===== config.mk =====
export PLATFORM = sky130hd
export DESIGN_NAME = potbank_top
export DESIGN_NICKNAME = d
export VERILOG_FILES = /design/src/rtl/potbank_pkg.sv /design/src/rtl/potbank_timer.sv /design/src/rtl/potbank_decoder.sv /design/src/rtl/potbank_channel.sv /design/src/rtl/potbank_top.sv
export SDC_FILE = /design/constraint.sdc
export NUM_CORES = 1
export LEC_CHECK = 0
export ABC_AREA = 1
export BUFFER_PORTS_ARGS = -buffer_cell sky130_fd_sc_hd__buf_2
export CAP_MARGIN = 20
export CORE_AREA = 2 2 416 418
export DETAILED_ROUTE_END_ITERATION = 10
export DIE_AREA = 0 0 418 420
export GPL_ROUTABILITY_DRIVEN = 0
export GPL_TIMING_DRIVEN = 0
export MAX_ROUTING_LAYER = met4
export PLACE_DENSITY_LB_ADDON = 0.15
export SYNTH_ARGS = -nofsm -noshare
export SYNTH_HDL_FRONTEND = slang
export SYNTH_SLANG_ARGS = --single-unit
export TNS_END_PERCENT = 10

===== constraint.sdc =====
create_clock -name clk -period 4.86 [get_ports clk]
set_clock_uncertainty 0.1 [all_clocks]
set_input_delay 0.243 -clock clk [delete_from_list [all_inputs] [get_ports clk]]
set_output_delay 0.243 -clock clk [all_outputs]
set_load 0.05 [all_outputs]

===== src/rtl/potbank_pkg.sv =====
package potbank_pkg;

   typedef enum logic [3:0] {
      OP_NOP      = 4'd0,
      OP_RD_WIPER = 4'd1,
      OP_WR_WIPER = 4'd2,
      OP_RD_SLOT  = 4'd3,
      OP_WR_SLOT  = 4'd4,
      OP_LOAD_ONE = 4'd5,
      OP_SAVE_ONE = 4'd6,
      OP_LOAD_ALL = 4'd7,
      OP_SAVE_ALL = 4'd8,
      OP_STEP     = 4'd9,
      OP_RD_BUSY  = 4'd10
   } op_e;

   function automatic logic is_store(op_e op);
      return (op == OP_WR_SLOT) || (op == OP_SAVE_ONE) || (op == OP_SAVE_ALL);
   endfunction

   function automatic logic is_read(op_e op);
      return (op == OP_RD_WIPER) || (op == OP_RD_SLOT) || (op == OP_RD_BUSY);
   endfunction

endpackage


===== src/rtl/potbank_timer.sv =====
module potbank_timer #(
   parameter int CYCLES = 1000
) (
   input  logic clk,
   input  logic rst_n,
   input  logic start,
   output logic busy
);
   localparam int CNT_W = $clog2(CYCLES + 1);

   generate
      if (CYCLES < 1) begin : g_bad_cycles
         $error("potbank_timer: CYCLES must be at least 1");
      end
   endgenerate

   logic [CNT_W-1:0] cnt;

   always_ff @(posedge clk) begin
      if (!rst_n)            cnt <= '0;
      else if (start)        cnt <= CNT_W'(CYCLES);
      else if (cnt != '0)    cnt <= cnt - 1'b1;
   end

   assign busy = (cnt != '0);

   // a started store is visible as busy in the next cycle
   p_start_busy_r6: assert property (@(posedge clk) disable iff (!rst_n)
      start |=> busy);
   // the owner must never restart a running store
   p_no_restart_r6: assert property (@(posedge clk) disable iff (!rst_n)
      start |-> !busy);
   // busy holds until the last counted cycle
   p_busy_hold_r6: assert property (@(posedge clk) disable iff (!rst_n)
      (cnt > 1) |=> busy);
endmodule


===== src/rtl/potbank_decoder.sv =====
module potbank_decoder #(
   parameter int WIDTH = 8
) (
   input  logic [WIDTH-1:0]      value,
   output logic [(1<<WIDTH)-1:0] onehot
);
   localparam int TAPS = 1 << WIDTH;

   generate
      for (genvar i = 0; i < TAPS; i++) begin : g_tap
         assign onehot[i] = (value == WIDTH'(i));
      end
   endgenerate
endmodule


===== src/rtl/potbank_channel.sv =====
module potbank_channel #(
   parameter int               WIDTH = 8,
   parameter int               NREGS = 4,
   parameter logic [WIDTH-1:0] INIT  = '0
) (
   input  logic                     clk,
   input  logic                     por_n,
   input  logic                     rst_n,
   input  logic                     wr_en,
   input  logic [WIDTH-1:0]         wr_val,
   input  logic                     step_en,
   input  logic                     step_up,
   input  logic                     load_en,
   input  logic [$clog2(NREGS)-1:0] load_idx,
   input  logic                     save_en,
   input  logic [$clog2(NREGS)-1:0] save_idx,
   input  logic [WIDTH-1:0]         save_val,
   output logic [WIDTH-1:0]         wiper,
   output logic [NREGS*WIDTH-1:0]   slots
);
   localparam int               IDX_W = $clog2(NREGS);
   localparam logic [WIDTH-1:0] TOP   = '1;

   logic [WIDTH-1:0] slot [NREGS];

   generate
      for (genvar r = 0; r < NREGS; r++) begin : g_slot
         always_ff @(posedge clk) begin
            if (!por_n)                                  slot[r] <= INIT;
            else if (save_en && save_idx == IDX_W'(r))   slot[r] <= save_val;
         end
         assign slots[r*WIDTH +: WIDTH] = slot[r];
      end
   endgenerate

   always_ff @(posedge clk) begin
      if (!rst_n)        wiper <= slot[0];
      else if (wr_en)    wiper <= wr_val;
      else if (load_en)  wiper <= slot[load_idx];
      else if (step_en) begin
         if (step_up) wiper <= (wiper == TOP) ? wiper : wiper + 1'b1;
         else         wiper <= (wiper == '0)  ? wiper : wiper - 1'b1;
      end
   end

   // soft reset recalls register 0 into the wiper
   p_recall_r1: assert property (@(posedge clk) disable iff (!por_n)
      !rst_n |=> wiper == $past(slot[0]));
   // upward step holds at the top
   p_sat_top_r3: assert property (@(posedge clk) disable iff (!rst_n)
      (step_en && step_up && !wr_en && !load_en && wiper == TOP) |=> wiper == TOP);
   // downward step holds at zero
   p_sat_bot_r3: assert property (@(posedge clk) disable iff (!rst_n)
      (step_en && !step_up && !wr_en && !load_en && wiper == '0) |=> wiper == '0);
endmodule


===== src/rtl/potbank_top.sv =====
module potbank_top
   import potbank_pkg::*;
#(
   parameter int                DATA_W       = 8,
   parameter int                NUM_POTS     = 4,
   parameter int                NUM_REGS     = 4,
   parameter int                STORE_CYCLES = 1000,
   parameter logic [DATA_W-1:0] INIT_VALUE   = 8'h80
) (
   input  logic                              clk,
   input  logic                              por_n,
   input  logic                              rst_n,
   input  logic                              wp_n,
   input  logic                              cmd_valid,
   input  logic [3:0]                        cmd_op,
   input  logic [$clog2(NUM_POTS)-1:0]       cmd_pot,
   input  logic [$clog2(NUM_REGS)-1:0]       cmd_reg,
   input  logic [DATA_W-1:0]                 cmd_wdata,
   output logic                              rd_valid,
   output logic [DATA_W-1:0]                 rd_data,
   output logic                              store_busy,
   output logic [NUM_POTS*(1<<DATA_W)-1:0]   tap_sel
);
   localparam int TAPS  = 1 << DATA_W;
   localparam int POT_W = $clog2(NUM_POTS);
   localparam int REG_W = $clog2(NUM_REGS);

   generate
      if (DATA_W < 2 || DATA_W > 10) begin : g_bad_width
         $error("potbank_top: DATA_W out of range");
      end
      if (NUM_POTS < 2 || (1 << POT_W) != NUM_POTS) begin : g_bad_pots
         $error("potbank_top: NUM_POTS must be a power of two >= 2");
      end
      if (NUM_REGS < 2 || (1 << REG_W) != NUM_REGS) begin : g_bad_regs
         $error("potbank_top: NUM_REGS must be a power of two >= 2");
      end
   endgenerate

   op_e  op;
   logic sys_rst_n;
   logic store_ok;

   assign op        = op_e'(cmd_op);
   assign sys_rst_n = rst_n & por_n;
   assign store_ok  = cmd_valid && is_store(op) && wp_n && !store_busy;

   logic [DATA_W-1:0]                         wiper [NUM_POTS];
   logic [NUM_POTS-1:0][NUM_REGS*DATA_W-1:0]  slots_all;

   generate
      for (genvar p = 0; p < NUM_POTS; p++) begin : g_pot
         logic              hit, wr_en, step_en, load_en, save_en;
         logic [DATA_W-1:0] save_val;

         assign hit      = (cmd_pot == POT_W'(p));
         assign wr_en    = cmd_valid && op == OP_WR_WIPER && hit;
         assign step_en  = cmd_valid && op == OP_STEP && hit;
         assign load_en  = cmd_valid && ((op == OP_LOAD_ONE && hit) || op == OP_LOAD_ALL);
         assign save_en  = store_ok &&
                           (((op == OP_WR_SLOT || op == OP_SAVE_ONE) && hit) || op == OP_SAVE_ALL);
         assign save_val = (op == OP_WR_SLOT) ? cmd_wdata : wiper[p];

         potbank_channel #(
            .WIDTH (DATA_W),
            .NREGS (NUM_REGS),
            .INIT  (INIT_VALUE)
         ) chan_i (
            .clk      (clk),
            .por_n    (por_n),
            .rst_n    (sys_rst_n),
            .wr_en    (wr_en),
            .wr_val   (cmd_wdata),
            .step_en  (step_en),
            .step_up  (cmd_wdata[0]),
            .load_en  (load_en),
            .load_idx (cmd_reg),
            .save_en  (save_en),
            .save_idx (cmd_reg),
            .save_val (save_val),
            .wiper    (wiper[p]),
            .slots    (slots_all[p])
         );

         potbank_decoder #(.WIDTH(DATA_W)) dec_i (
            .value  (wiper[p]),
            .onehot (tap_sel[p*TAPS +: TAPS])
         );

         // exactly one tap is active per channel
         p_onehot_r9: assert property (@(posedge clk) disable iff (!sys_rst_n)
            $onehot(tap_sel[p*TAPS +: TAPS]));
      end
   endgenerate

   potbank_timer #(.CYCLES(STORE_CYCLES)) timer_i (
      .clk   (clk),
      .rst_n (sys_rst_n),
      .start (store_ok),
      .busy  (store_busy)
   );

   logic [DATA_W-1:0] rd_next;

   always_comb begin
      rd_next = '0;
      case (op)
         OP_RD_WIPER: rd_next = wiper[cmd_pot];
         OP_RD_SLOT:  rd_next = slots_all[cmd_pot][cmd_reg*DATA_W +: DATA_W];
         OP_RD_BUSY:  rd_next = {{(DATA_W-1){1'b0}}, store_busy};
         default:     rd_next = '0;
      endcase
   end

   always_ff @(posedge clk) begin
      if (!sys_rst_n) begin
         rd_valid <= 1'b0;
         rd_data  <= '0;
      end else begin
         rd_valid <= cmd_valid && is_read(op);
         if (cmd_valid && is_read(op)) rd_data <= rd_next;
      end
   end

   // protected stores leave every data register untouched
   p_wp_block_r7: assert property (@(posedge clk) disable iff (!sys_rst_n)
      (cmd_valid && is_store(op) && !wp_n) |=> $stable(slots_all));
   // a store during a running store is dropped
   p_busy_drop_r6: assert property (@(posedge clk) disable iff (!sys_rst_n)
      (cmd_valid && is_store(op) && store_busy) |=> $stable(slots_all));
   // the status byte carries the busy flag of the command cycle
   p_status_r8: assert property (@(posedge clk) disable iff (!sys_rst_n)
      (cmd_valid && op == OP_RD_BUSY) |=>
         (rd_valid && rd_data == {{(DATA_W-1){1'b0}}, $past(store_busy)}));
endmodule


==> run_results.csv <==
group,metric,value,unit
cells_and_area,nets,4053,
placement,dp_cells,6222,
cells_and_area,multi_input_area,9912,sq um
cts,cts.clk_slew.worst_paths,80,ps
timing,max_freq,255.4,MHz
pwr,max-vdd-ir-drop,0.2933,mV
timing,setup_viol,0,
synthesis,synth_edf_count,160,
floorplanning,die-area,175600,sq um
floorplanning,die_y,420,um
drt,viasPerCell,3.900,
cells_and_area,utilization,0.1494,
cts,post_cts_buffers,0,
timing,period_share,0.8055,
setup_path,path_class,"reg -> out",
drt,drcViolationCount,0,
synthesis,synth_top_area_frac,0.2904,
drt,drt-pass1-iter-count,5,
synthesis,synth_area_leader_cell,"edfxtp_1",
synthesis,ys.flop_type,"edfxtp_1",
min_path,min_path_type,"in -> reg",
floorplanning,die_w,418,um
cells_and_area,fillCellCount,20417,
setup_path,start_kind,"flop",
synthesis,postSynthAreaPerCell,5.681,sq um
synthesis,synth-seq-cells,179,
cells_and_area,seq_area,5185,sq um
timing,relSlewSlack,0.1620,
floorplanning,io_pins,1055,
cts,cts_resized,0,
cts,cts_tree,"built",
global_routing,grt_pass1_vias,21697,
cts,htreeDepth,4,
cells_and_area,area_growth,54.38,%
timing,hold_ws,128.6,ps
timing,fin_ws,945.2,ps
drt,wl_per_cell,26.05,um
global_routing,antenna_found_initial,16,
setup_path,worstPathArrival,3570,ps
placement,pre_cts_ws,1223,ps
min_path,min_to,"timer_i.cnt[6]",
drt,via_count,24439,
pwr,p_leak,12.89,nW
global_routing,grt_util_all_layers,0.1793,
synthesis,yosysMostFrequentCell,"nor2_1",
pwr,powerDensity,206.3,nW/um^2
cts,cts_root_buf,"clkbuf_16",
timing,tns,0,ps
floorplanning,num_rows,152,
synthesis,synth_common_cells,"nor2_1, nand2_1, clkbuf_1, nand3_1, edfxtp_1",
synthesis,synth_nets,2954,
cts,clk_latency,510,ps
timing,drv_slew,0,
timing,worst_pin_slew,1257,ps
status,status,"complete, no violations",
setup_path,path_max_fanout,10,
setup_path,rrSetupSlack,1650,ps
floorplanning,start_util,0.09675,
cells_and_area,drive_gt1_frac,0.2932,
placement,hpwl,138300,um
global_routing,busiest_layer,"met2",
synthesis,ys_seq_area_frac,0.3134,
synthesis,synthArstFlopShare,0,
timing,hold_viol,0,
drt,first_iter_violations,2179,
synthesis,syn_inst,2912,
global_routing,grt_max_degree,17,
timing,post-route-min-period,3915,ps
synthesis,synth_cell_types,36,
setup_path,r2r-start,"g_pot[0].chan_i.wiper[3]",
drt,ant_nets,0,
global_routing,gr-total-overflow,0,
drt,drt-total-wl,163200,um
placement,io_buffers,1051,
setup_path,r2r_cells,7,
synthesis,syn-cell-area,16540,sq um
setup_path,required,4520,ps
cts,cts_buffers,17,
cts,ctsHoldBuffers,0,
synthesis,synthTopCellsByArea,"edfxtp_1, nor2_1, nand2_1",
timing,rsz0062_at_grt,"false",
min_path,hold-path-cell-count,5,
cts,cts_sinks,179,
cts,clk_path_buf_depth,2,
global_routing,met2_usage,0.2936,
global_routing,use_met1,0.2233,
synthesis,yosys_warnings,0,
global_routing,met3_usage,0.02581,
cells_and_area,stdcell_count,6266,
min_path,hold_start,"wp_n",
floorplanning,core,171000,sq um
setup_path,timing.rr.end,"g_pot[0].chan_i.wiper[1]",
flow_run,maxCapViolCount,0,
setup_path,end_kind,"output port",
global_routing,grt_first_pass_wirelength,207900,um
[final cells by class]
type | instances | share of cell area
diodes | 9 | 0.0008819
plain buffers | 203 | 0.03185
repair buffers | 1080 | 0.2195
clock inverters | 13 | 0.005341
inverters | 169 | 0.02494
multi-input cells | 2361 | 0.3881
well taps | 2233 | 0.1094
clock buffers | 19 | 0.01695
flip-flops and latches | 179 | 0.2030
[registers in the layout, summed over array words and instances (netlist names)]
register,count
rd_data,8
g_pot.chan_i.slot,128
g_pot.chan_i.wiper,32
rd_valid,1
timer_i.cnt,10
[how the worst max path moves through the flow]
stage | startpoint | to | slack, ps | cells after the start
after floorplan | g_pot[3].chan_i.wiper[0] | g_pot[3].chan_i.wiper[0] | 2250 | 8
after global placement | g_pot[3].chan_i.wiper[0] | tap_sel[992] | 870 | 7
after detailed placement | cmd_valid | g_pot[3].chan_i.wiper[6] | 1220 | 7
after CTS | g_pot[3].chan_i.wiper[0] | tap_sel[992] | 830 | 7
after global routing | g_pot[3].chan_i.wiper[2] | tap_sel[946] | 770 | 6
final | g_pot[3].chan_i.wiper[2] | tap_sel[769] | 950 | 6
[worst max-delay path, cell delays in order, from the launching register on]
cell and delay [ps]:
edfxtp_1 360, clkbuf_1 460, nor2_1 220, nand2_1 610
clkbuf_1 980, nor2_1 140, buf_2 270
[layout by cell type, fill, tap and decap left out, types with 4 or more instances in the layout]
master     instances
xnor2_1            7
buf_1              9
nor2_2             7
buf_6              5
buf_12             4
clkbuf_1         171
a21oi_1           38
inv_2              8
dfxtp_1           19
ha_1              21
nand2_2            4
nor2_4             7
nand4_1           32
o21ai_1           16
diode_2            9
edfxtp_1         160
inv_1            158
clkbuf_2           4
buf_2           1075
buf_8              6
o21ai_0           86
nand2_1          711
nand3_1          165
nor3_1             7
clkbuf_16         17
nand4_4            9
buf_4              8
xor2_1             4
nor2_1          1226
[report_power, final]
group	internal [W]	switching, W
combinational	0.000388	0.00158
clock	0.000754	0.000705
sequential	0.00176	0.0000809
[per-layer routing]
metal / part of all wire / vias to the layer above
met4: 0.038 / 0
met1: 0.43 / 12039
met2: 0.48 / 1027
met3: 0.050 / 139
met5: 0 / -
li1: - / 11234
[cell families after synthesis]
family,share of synthesized area
compound gates,0.04410
xor+xnor,0.005824
fa+ha+maj,0.01588
buf+inv,0.08736
flops,0.3134
simple gates,0.5334
[stage by stage]
stage,instance area (sq um),power [W]
final,25540,0.005269
after CTS,25490,0.005320
after global routing,25520,0.005525
after global placement,24600,0.003833
after floorplan,16540,0.002984
after detailed placement,24920,0.003846
Note: power is estimated with default switching activity, not from simulation.
